File: config.mk
export PLATFORM = sky130hd
export DESIGN_NAME = flash_cmd_top
export DESIGN_NICKNAME = d
export VERILOG_FILES = /design/src/rtl/flash_cmd_pkg.sv /design/src/rtl/flash_bus_capture.sv /design/src/rtl/flash_cmd_fsm.sv /design/src/rtl/flash_array_model.sv /design/src/rtl/flash_cmd_top.sv
export SDC_FILE = /design/constraint.sdc
export NUM_CORES = 1
export LEC_CHECK = 0
export BUFFER_PORTS_ARGS = -buffer_cell sky130_fd_sc_hd__buf_2
export CORE_MARGIN = 3
export CORE_UTILIZATION = 65
export CTS_BUF_LIST = sky130_fd_sc_hd__clkbuf_8
export CTS_CLUSTER_SIZE = 24
export DETAILED_ROUTE_END_ITERATION = 10
export PLACE_DENSITY = 0.87
export SLEW_MARGIN = 20
export SYNTH_ARGS = -nofsm -noshare
export SYNTH_HDL_FRONTEND = slang
export SYNTH_SLANG_ARGS = --single-unit
File: constraint.sdc
create_clock -name clk_i -period 3.3 [get_ports clk_i]
set_input_delay 0.33 -clock clk_i [delete_from_list [all_inputs] [get_ports clk_i]]
set_output_delay 0.33 -clock clk_i [all_outputs]
set_load 0.02 [all_outputs]
File: src/rtl/flash_cmd_pkg.sv
package flash_cmd_pkg;
  typedef enum logic [2:0] {
    MODE_READ,
    MODE_ID,
    MODE_ERASE_SET,
    MODE_ERASE_VFY,
    MODE_PROG_SET,
    MODE_PROG_VFY,
    MODE_RESET_SET
  } mode_e;

  localparam logic [7:0] CMD_READ      = 8'h00;
  localparam logic [7:0] CMD_ID        = 8'h90;
  localparam logic [7:0] CMD_ERASE     = 8'h20;
  localparam logic [7:0] CMD_ERASE_VFY = 8'hA0;
  localparam logic [7:0] CMD_PROG      = 8'h40;
  localparam logic [7:0] CMD_PROG_VFY  = 8'hC0;
  localparam logic [7:0] CMD_RESET     = 8'hFF;
endpackage

File: src/rtl/flash_bus_capture.sv
module flash_bus_capture #(
  parameter int ADDR_W = 4
) (
  input  logic              clk_i,
  input  logic              rst_ni,
  input  logic              ce_ni,
  input  logic              we_ni,
  input  logic [ADDR_W-1:0] addr_i,
  input  logic [7:0]        data_i,
  output logic [ADDR_W-1:0] addr_lat_o,
  output logic [7:0]        data_o,
  output logic              commit_o
);
  logic we_q;
  logic we_fall;

  always_ff @(posedge clk_i or negedge rst_ni) begin
    if (!rst_ni) we_q <= 1'b1;
    else         we_q <= we_ni;
  end

  assign we_fall  = we_q & ~we_ni & ~ce_ni;
  // rising edge of we_ni closes the write; data is taken in that cycle
  assign commit_o = ~we_q & we_ni & ~ce_ni;
  assign data_o   = data_i;

  always_ff @(posedge clk_i or negedge rst_ni) begin
    if (!rst_ni)      addr_lat_o <= '0;
    else if (we_fall) addr_lat_o <= addr_i;
  end
endmodule

File: src/rtl/flash_cmd_fsm.sv
module flash_cmd_fsm
  import flash_cmd_pkg::*;
#(
  parameter int ADDR_W = 4
) (
  input  logic              clk_i,
  input  logic              rst_ni,
  input  logic              vpp_hi_i,
  input  logic              commit_i,
  input  logic [7:0]        cmd_i,
  input  logic [ADDR_W-1:0] addr_lat_i,
  input  logic              busy_i,
  output mode_e             mode_o,
  output logic [ADDR_W-1:0] ev_addr_o,
  output logic [ADDR_W-1:0] pv_addr_o,
  output logic              erase_go_o,
  output logic              prog_go_o,
  output logic              abort_o
);
  logic accept;

  assign accept     = vpp_hi_i & commit_i & ~busy_i;
  assign erase_go_o = accept & (mode_o == MODE_ERASE_SET) & (cmd_i == CMD_ERASE);
  assign prog_go_o  = accept & (mode_o == MODE_PROG_SET);
  assign abort_o    = busy_i & (commit_i | ~vpp_hi_i);

  always_ff @(posedge clk_i or negedge rst_ni) begin
    if (!rst_ni) begin
      mode_o    <= MODE_READ;
      ev_addr_o <= '0;
      pv_addr_o <= '0;
    end else if (!vpp_hi_i) begin
      mode_o <= MODE_READ;
    end else if (accept) begin
      unique case (mode_o)
        MODE_ERASE_SET: mode_o <= MODE_READ;
        MODE_PROG_SET: begin
          pv_addr_o <= addr_lat_i;
          mode_o    <= MODE_READ;
        end
        MODE_RESET_SET: mode_o <= MODE_READ;
        default: begin
          unique case (cmd_i)
            CMD_ID:        mode_o <= MODE_ID;
            CMD_ERASE:     mode_o <= MODE_ERASE_SET;
            CMD_ERASE_VFY: begin
              mode_o    <= MODE_ERASE_VFY;
              ev_addr_o <= addr_lat_i;
            end
            CMD_PROG:      mode_o <= MODE_PROG_SET;
            CMD_PROG_VFY:  mode_o <= MODE_PROG_VFY;
            CMD_RESET:     mode_o <= MODE_RESET_SET;
            default:       mode_o <= MODE_READ;
          endcase
        end
      endcase
    end
  end
endmodule

File: src/rtl/flash_array_model.sv
module flash_array_model #(
  parameter int ADDR_W    = 4,
  parameter int ERASE_LAT = 24,
  parameter int PROG_LAT  = 6
) (
  input  logic              clk_i,
  input  logic              rst_ni,
  input  logic              erase_go_i,
  input  logic              prog_go_i,
  input  logic              abort_i,
  input  logic [ADDR_W-1:0] prog_addr_i,
  input  logic [7:0]        prog_data_i,
  input  logic [ADDR_W-1:0] rd_addr_i,
  output logic [7:0]        rd_data_o,
  output logic              busy_o
);
  localparam int DEPTH   = 1 << ADDR_W;
  localparam int LAT_MAX = (ERASE_LAT > PROG_LAT) ? ERASE_LAT : PROG_LAT;
  localparam int CNT_W   = $clog2(LAT_MAX + 1);

  logic [7:0]        mem [DEPTH];
  logic [CNT_W-1:0]  cnt_q;
  logic              op_erase_q;
  logic [ADDR_W-1:0] op_addr_q;
  logic [7:0]        op_data_q;

  assign busy_o    = (cnt_q != '0);
  assign rd_data_o = mem[rd_addr_i];

  always_ff @(posedge clk_i or negedge rst_ni) begin
    if (!rst_ni) begin
      cnt_q      <= '0;
      op_erase_q <= 1'b0;
      op_addr_q  <= '0;
      op_data_q  <= '0;
      for (int i = 0; i < DEPTH; i++) mem[i] <= 8'hFF;
    end else if (abort_i) begin
      cnt_q <= '0;
    end else if (erase_go_i) begin
      cnt_q      <= CNT_W'(ERASE_LAT);
      op_erase_q <= 1'b1;
    end else if (prog_go_i) begin
      cnt_q      <= CNT_W'(PROG_LAT);
      op_erase_q <= 1'b0;
      op_addr_q  <= prog_addr_i;
      op_data_q  <= prog_data_i;
    end else if (busy_o) begin
      cnt_q <= cnt_q - CNT_W'(1);
      // the array changes only when the full latency has elapsed
      if (cnt_q == CNT_W'(1)) begin
        if (op_erase_q) begin
          for (int i = 0; i < DEPTH; i++) mem[i] <= 8'hFF;
        end else begin
          mem[op_addr_q] <= mem[op_addr_q] & op_data_q;
        end
      end
    end
  end
endmodule

File: src/rtl/flash_cmd_top.sv
module flash_cmd_top
  import flash_cmd_pkg::*;
#(
  parameter int         ADDR_W    = 4,
  parameter int         ERASE_LAT = 24,
  parameter int         PROG_LAT  = 6,
  parameter logic [7:0] MFR_CODE  = 8'h89,
  parameter logic [7:0] DEV_CODE  = 8'hBD
) (
  input  logic              clk_i,
  input  logic              rst_ni,
  input  logic              vpp_hi_i,
  input  logic              ce_ni,
  input  logic              we_ni,
  input  logic              oe_ni,
  input  logic [ADDR_W-1:0] addr_i,
  input  logic [7:0]        data_i,
  output logic [7:0]        data_o,
  output logic              busy_o
);
  logic [ADDR_W-1:0] addr_lat;
  logic [7:0]        wr_data;
  logic              wr_commit;
  mode_e             mode;
  logic [ADDR_W-1:0] ev_addr;
  logic [ADDR_W-1:0] pv_addr;
  logic              erase_go;
  logic              prog_go;
  logic              abort;
  logic [ADDR_W-1:0] rd_addr;
  logic [7:0]        rd_data;

  flash_bus_capture #(.ADDR_W(ADDR_W)) u_bus (
    .clk_i, .rst_ni, .ce_ni, .we_ni, .addr_i, .data_i,
    .addr_lat_o(addr_lat), .data_o(wr_data), .commit_o(wr_commit)
  );

  flash_cmd_fsm #(.ADDR_W(ADDR_W)) u_fsm (
    .clk_i, .rst_ni, .vpp_hi_i,
    .commit_i(wr_commit), .cmd_i(wr_data), .addr_lat_i(addr_lat), .busy_i(busy_o),
    .mode_o(mode), .ev_addr_o(ev_addr), .pv_addr_o(pv_addr),
    .erase_go_o(erase_go), .prog_go_o(prog_go), .abort_o(abort)
  );

  flash_array_model #(.ADDR_W(ADDR_W), .ERASE_LAT(ERASE_LAT), .PROG_LAT(PROG_LAT)) u_array (
    .clk_i, .rst_ni,
    .erase_go_i(erase_go), .prog_go_i(prog_go), .abort_i(abort),
    .prog_addr_i(addr_lat), .prog_data_i(wr_data),
    .rd_addr_i(rd_addr), .rd_data_o(rd_data), .busy_o
  );

  always_comb begin
    unique case (mode)
      MODE_ERASE_VFY: rd_addr = ev_addr;
      MODE_PROG_VFY:  rd_addr = pv_addr;
      default:        rd_addr = addr_i;
    endcase
  end

  always_comb begin
    data_o = 8'h00;
    if (!ce_ni && !oe_ni) begin
      if (mode == MODE_ID) begin
        if (addr_i == ADDR_W'(0))      data_o = MFR_CODE;
        else if (addr_i == ADDR_W'(1)) data_o = DEV_CODE;
      end else begin
        data_o = rd_data;
      end
    end
  end
endmodule

* Yosys cells after proc, flatten, opt, wreduce, memory -nomap -nowiden
Index checks and enable logic that the tools add are counted.
Word-level totals: input port bits 18, register bits after elaboration 162
Cells by class: bitwise gates (word level) 23, magnitude comparators 3, mux-type cells 25, $add $sub $neg 1, eq/ne operators 15, reduce and logical (&&, ||, !) cells 14
Operator list (count):
- $bwmux W128 | 1
- $mux W128 | 1
- $mux W8 | 9
- $bmux W8 S4 | 2
- $demux W8 S4 | 1
- $eq A8 B8 Y1 const B | 4
- $mux W5 | 4
- $pmux W3 S6 | 1
- $and A1 B1 Y1 | 10
- $ge A5 B5 Y1 const B | 2
- $not A4 Y5 | 2
- $eq A3 B3 Y1 const B | 3
- $mux W3 | 3
- $not A1 Y1 | 9
- $and A8 B8 Y8 | 1
- $eq A8 B6 Y1 const B | 1
- $eq A8 B7 Y1 const B | 1
- $pmux W4 S2 | 1
- $eq A3 B2 Y1 const B | 2
- $reduce_and A3 Y1 | 2
- $eq A5 B1 Y1 const B | 1
- $lt A5 B1 Y1 const B | 1
- $reduce_and A5 Y1 | 1
- $reduce_bool A5 Y1 | 1
- 14 further kinds | 17

* Logic depth before layout (Yosys ltp)
Gate-level depths: netlist of the first run.
depth in word-level cells 9, depth in mapped cells 9

* Cells and area by module
Synthesis of the first run repeated with hierarchy kept, for this count alone.
Unflattened totals: cell total of the unflattened synthesis 845, area total of the unflattened synthesis 9236.4 µm²
Modules (own cells, without submodules):
- flash_array_model | instances 1, cells each 730, area each 8111.5 µm²
- flash_cmd_fsm | instances 1, cells each 50, area each 594.3 µm²
- flash_cmd_top | instances 1, cells each 46, area each 272.8 µm²
- flash_bus_capture | instances 1, cells each 19, area each 257.7 µm²

* Least setup slack after synthesis of the first run
No wires, ideal clock.
path kind reg2out, start point register u_fsm.mode_o[2], end point output data_o[0], data required time 2.970 ns, arrival 2.297 ns, path slack 0.673 ns, stages on the path, launching flop included 8, cells stage by stage dfrtp_1 buf_4 xnor2_1 nor2_2 a2bb2oi_2 mux4_2 a211o_1 and4_1
Between the ends: longest elaborated chain between the ends 8, elaborated cells between the ends (all ways) 10, those cells by class eq/ne: 3; mux: 6; bitwise: 1
Ends and longest elaborated chain:
- start: declaration | line flash_cmd_fsm.sv:13 | output mode_e mode_o,
- start signal: assignment | line flash_cmd_fsm.sv:29 | mode_o <= MODE_READ;
- start signal: assignment | line flash_cmd_fsm.sv:33 | mode_o <= MODE_READ;
- start signal: assignment | line flash_cmd_fsm.sv:36 | MODE_ERASE_SET: mode_o <= MODE_READ;
- $eq A3 B3 Y1 or $eq A3 B2 Y1 (tied branches) | line flash_cmd_top.sv:53 | unique case (mode)
- $pmux W4 S2 | line flash_cmd_top.sv:53
- $not A4 Y5 (implied by the code) | line flash_array_model.sv:28 | assign rd_data_o = mem[rd_addr_i];
- $bmux W8 S4 | line flash_array_model.sv:28
- $mux W8 (implied by the code) (2 in a row) | line flash_array_model.sv:28
- $mux W8 * | line flash_cmd_top.sv:63 | if (mode == MODE_ID) begin
- $mux W8 * | line flash_cmd_top.sv:62 | if (!ce_ni && !oe_ni) begin
- end: declaration | line flash_cmd_top.sv:18 | output logic [7:0] data_o,
Mark *: on every way between the ends. The rest lies on a longest branch, timed or not. The select of a mux whose other input is x is not followed.

* Final worst setup path of the first run
start point register u_fsm.mode_o[0], end point output data_o[2]
The elaborated chain is that of the path after synthesis.

==> results of run 1 <==
## layer usage
metal  global-route usage  vias up  wire (um)
li1                     -     2827          -
met3               0.0886       87       2680
met2                0.512      446      11200
met5                    0        -          0
met1                0.435     3439       9150
met4                0.168        0       1120
## critical path, stage by stage, from the launching register on
cell     delay [ns]
dfrtp_2        0.47
buf_4          0.18
and4b_1        0.20
a31o_2         0.32
nor2_2         0.40
nand2_1        0.14
a31oi_1        0.29
and4_1         0.25
buf_2          0.17
## power breakdown
group,internal (uW),switching (uW)
Sequential,2030,30.6
Clock,808,683
Combinational,159,264
Total,2990,977
## how the worst min path moves through the flow
stage | to | slack (ns) | depth (start not counted)
final | u_array.op_data_q[2]$_DFFE_PN0P_ | 0.11 | 3
after global routing | u_array.op_data_q[1]$_DFFE_PN0P_ | 0.09 | 3
after CTS | u_array.op_data_q[2]$_DFFE_PN0P_ | 0.08 | 3
after detailed placement | u_bus.addr_lat_o[0]$_DFFE_PN0P_ | 0.47 | 1
after global placement | u_bus.addr_lat_o[0]$_DFFE_PN0P_ | 0.45 | 1
after floorplan | u_array.cnt_q[0]$_DFFE_PN0P_ | 0.03 | 0
## layout make-up
| cell class | instances | area, sq um |
|---|---|---|
| multi-input cells | 509 | 4570 |
| flip-flops and latches | 162 | 4220 |
| fillers | 856 | 3380 |
| repair buffers | 71 | 574 |
| clock buffers | 21 | 289 |
| well taps | 176 | 220 |
| clock inverters | 9 | 116 |
| inverters | 6 | 22.5 |
## Yosys cell counts (all sizes together), types with 9 or more instances
cell / number
and3: 26
nand2: 60
a21o: 9
dfrtp: 33
mux4: 50
clkbuf: 24
a21oi: 18
nand3: 16
buf: 26
mux2: 136
a211oi: 26
a31oi: 19
dfstp: 129
nor2: 39
o21ai: 32
nor3: 11
## metrics by stage
step           setup WS, ns  std cells  setup TNS, ns  cell area [sq um]  hold WS [ns]
2_1_floorplan         0.673        727              0               8990        0.0344
3_3_place_gp          0.433        914              0               9450         0.452
3_5_place_dp          0.346        914              0               9450         0.467
4_1_cts              0.0155        954              0               9980        0.0785
5_1_grt            -0.00614        954       -0.00889              10000        0.0936
6_report             0.0900        954              0              10000         0.111
## state kept, by name, indices dropped and copies added, names as in the netlist
signal              count
u_array.op_erase_q      1
u_bus.we_q              1
u_fsm.mode_o            3
u_array.op_addr_q       4
u_array.op_data_q       8
u_bus.addr_lat_o        4
u_array.cnt_q           5
u_array.mem           128
u_fsm.ev_addr_o         4
u_fsm.pv_addr_o         4
## logic make-up (layout without fill, tap and decap cells)
family | count (synthesis) | count (layout)
AO/OA/AOI/OAI | 127 | 127
XOR/XNOR | 5 | 5
adder cells (fa/ha/maj) | 3 | 3
buffers and inverters | 56 | 107
flip-flops | 162 | 162
multiplexers | 190 | 190
AND/OR/NAND/NOR | 184 | 184
## what timing repair did
action / 4_1_cts / 5_1_grt
hold endpoints to repair: 18 / 0
setup endpoints to repair: 7 / 8
setup buffers: 7 / 0
pin swaps: 2 / 0
hold buffers: 2 / 0
gates cloned: 1 / 0
gates resized for setup: 7 / 7
==> out/metrics.cfg, run 1 <==
[synth]
synth-simple-area-share = 0.100
yosysUniqueCellTypes = 52
synth_edf_count = 0
synthArstFlopShare = 1.00
synth_compound_area_frac = 0.0928
ys_seq_area_frac = 0.469
synth_mux_area_frac = 0.300
yosysTopAreaCell = dfstp_2
ys_ff_latch = 162
syn_avg_cell_area_sq_um = 12.4
synth-main-ff-cell = dfstp_2
synth_area_leaders = dfstp_2 38%, mux2_2 17%, mux4_2 13%, dfrtp_1 9.2%, nand2_1 2.5%
synthCells = 727
synth_top_family_by_area = multiplexers
synth_top_area_frac = 0.377
yosys_warnings = 0
yosys.area_share.adder = 0.00417
syn_area_sq_um = 8990
synth_nets = 748
synth_xor_xnor_area_share = 0.00487

[final_layout]
nNetsFinal = 788
syn_to_final_growth_pct = 11.4
drive_gt1_frac = 0.549
final_cell_mix = 136 x mux2_2, 129 x dfstp_2, 60 x nand2_1
n_antenna_cell = 0
utilization = 0.748
mostFrequentLayoutCell = mux2_2

[place]
place_congestion = 0.969
dpl.hpwl_um = 15500
port_buffers = 26

[timing]
drv_slew = 0
tightest_slew_ns = 0.858
fin_skew_ns = 0.0116
fmax_mhz = 312
period_share = 0.973
slew-limit-headroom = 0.424
period_needed_ns = 3.21
setup_violations = 0
final_hold_viol_count = 0

[setup_path]
cp.required_ns = 2.97
startpoint_type = flip-flop
end_kind = primary output
critical_path_arrival_ns = 2.88
reg2reg_to = u_array.mem[41]$_DFFE_PN1P_
critPathKind = reg2out
startpoint = u_fsm.mode_o[0]$_DFFE_PN0P_
rrSetupSlack_ns = 0.66
reg2regPathDepth = 5
cp_max_fo = 12
reg2reg_from = u_array.op_addr_q[0]$_DFFE_PN0P_
setup.worst_path.end = data_o[2]

[clocking]
clkSlewWorstSetupHoldPaths_ns = 0.08
clkSinkCount = 162
clk_latency_ns = 0.46
h-tree-depth = 4
cts_tree = done
ctsLongestPathBuffers = 2
cts_root_buf = clkbuf_8
numCtsBuffers = 17

[pwr]
p_leak_uw = 0.00417
ir_drop_v = 0.000308
power.density_nw_per_um2 = 397
finalPower_uw = 3970

[detailed_routing]
firstDrtPassIters = 5
drc = 0
ant_nets = 0
avgRoutedWirePerCell_um = 25.3
vias = 6799
routed_via_density = 7.13
drt-initial-drc-count = 763
wl_um = 24100

[floorplan]
die_w_um = 124
io_pins = 27
die-area_sq_um = 15300
start_util = 0.671
placeableCoreArea_sq_um = 13400
rows = 42
die_h_um = 124

[global_route]
grt_pass1_wl_um = 37500
grt_max_degree = 95
antenna_found_initial = 0
track_usage = 0.331
overflow = 0
grt_pass1_vias = 6883

[min_path]
hp-class = in2reg
min_from = data_i[2]

[flow_run]
maxCapViolCount = 0

[status]
status = finished, final reports clean

Note: power is estimated with default switching activity, not from simulation.
==> run 2, diff against run 1 <==
==> constraint.sdc (replaced) <==
create_clock -name clk_i -period 3.3 [get_ports clk_i]
set_input_delay 0.495 -clock clk_i [delete_from_list [all_inputs] [get_ports clk_i]]
set_output_delay 0.495 -clock clk_i [all_outputs]
set_load 0.02 [all_outputs]
==> out/metrics.cfg, run 2 (synthesized netlist as in run 1, its figures left out) <==
[floorplan]
die_h_um = 124
rows = 42
die-area_sq_um = 15300
start_util = 0.671
placeableCoreArea_sq_um = 13400
die_w_um = 124
io_pins = 27

[setup_path]
reg2reg_from = u_array.op_addr_q[0]$_DFFE_PN0P_
rrSetupSlack_ns = 0.48
critPathKind = reg2out
critical_path_arrival_ns = 2.90
cp_max_fo = 6
end_kind = primary output
cp.required_ns = 2.80
reg2reg_to = u_array.mem[66]$_DFFE_PN1P_
startpoint_type = flip-flop
reg2regPathDepth = 5

[detailed_routing]
ant_nets = 0
drc = 0
firstDrtPassIters = 8
wl_um = 27600
drt-initial-drc-count = 932
vias = 7202
routed_via_density = 7.39
avgRoutedWirePerCell_um = 28.3

[global_route]
overflow = 0
grt_pass1_vias = 7362
grt_max_degree = 111
antenna_found_initial = 0
grt_pass1_wl_um = 41100
track_usage = 0.369

[pwr]
ir_drop_v = 0.000333
p_leak_uw = 0.00433
finalPower_uw = 4060
power.density_nw_per_um2 = 387

[final_layout]
syn_to_final_growth_pct = 16.6
drive_gt1_frac = 0.591
n_fill_cell = 725
design_area_sq_um = 10500
top_regs = u_array.mem x128, u_array.op_data_q x8, u_array.cnt_q x5
multi_input_area_sq_um = 4740
largest_reg_flops = 128
mostFrequentLayoutCell = mux2_2
nNetsFinal = 808
final_cell_mix = 136 x mux2_2, 129 x dfstp_2, 59 x nand2_1
largest-register = u_array.mem
n_antenna_cell = 0
seq_area_sq_um = 4220

[clocking]
cts_tree = done
h-tree-depth = 4
ctsLongestPathBuffers = 2
ctsHoldBuffers = 0
numCtsBuffers = 17
cts_root_buf = clkbuf_8
clkSlewWorstSetupHoldPaths_ns = 0.08
clkSinkCount = 162
clk_latency_ns = 0.49

[flow_run]
maxCapViolCount = 0

[status]
status = complete, but fails checks
violations = setup timing

[timing]
tightest_slew_ns = 0.995
setup_violations = 8
period_share = 1.03
fmax_mhz = 294
fin_ws_ns = -0.0975
final_hold_viol_count = 0
rsz0062_at_grt = yes
period_needed_ns = 3.40
fin_skew_ns = 0.0134
drv_slew = 0
tns_ns = -0.460
whs_ns = 0.137
slew-limit-headroom = 0.337

[place]
place_congestion = 0.998
dpl_cell_area_sq_um = 9540
port_buffers = 26
dpl.hpwl_um = 16800

[min_path]
hp-class = in2async

## run 2: cell types whose count changed in the layout (fill, tap and decap cells not counted), sizes merged
| cell | delta |
|---|---|
| inv | -1 |
| dlygate4sd3 | -2 |
| buf | +20 |
| clkbuf | +3 |
| bufinv | -1 |
| clkinv | +2 |
## run 2: worst max-delay path, cell delays in order (launching register included)
cell and delay [ns]:
dfrtp_2 0.51, xnor2_4 0.17, nor2_4 0.14, buf_4 0.17, a2bb2oi_1 0.45, nor3_1 0.18
a221oi_2 0.37, and4_1 0.25, buf_2 0.17
## run 2: layout make-up
cell class,count,share of cell area
clock inverter,9,0.00991
tap,176,0.0210
timing repair buffer,91,0.0839
multi-input combinational,509,0.452
inverter,6,0.00215
sequential,162,0.402
clock buffer,22,0.0289
## run 2: worst max path at each step
stage | endpoint | slack (ns) | from
after floorplan | data_o[0] | 0.51 | u_fsm.mode_o[2]$_DFFE_PN0P_
after global placement | data_o[5] | 0.28 | u_fsm.mode_o[2]$_DFFE_PN0P_
after detailed placement | data_o[7] | 0.1 | u_fsm.mode_o[1]$_DFFE_PN0P_
after CTS | data_o[1] | -0.02 | u_fsm.mode_o[1]$_DFFE_PN0P_
after global routing | data_o[5] | -0.15 | u_fsm.mode_o[2]$_DFFE_PN0P_
final | data_o[5] | -0.1 | u_fsm.mode_o[1]$_DFFE_PN0P_
## run 2: repair_timing
item,CTS,global route
cloned,3,2
endpoints found under the setup margin,8,8
pin swaps,7,14
gates resized for setup,33,31
setup buffers,11,3
hold endpoints to repair,0,0
## run 2: per-stage QoR
stage,utilization,setup slack [ns],instances
global placement,0.712,0.280,925
finish,0.782,-0.0975,975
floorplan,-,0.508,727
global route,0.782,-0.151,975
CTS,0.768,-0.0165,970
detailed placement,0.712,0.0956,925
## run 2: layer usage
layer	global-route usage	up-vias	wire length, um	share of wire
met1	0.470	3536	9790	0.35
met3	0.0931	178	3260	0.12
met2	0.568	629	12800	0.46
li1	-	2859	-	-
met5	0	-	0	0
met4	0.230	0	1810	0.066
## run 2: report_power, final
part           internal (uW)  total (uW)  switching (uW)
Sequential              2030        2060            34.9
Clock                    766        1510             742
Combinational            188         488             301
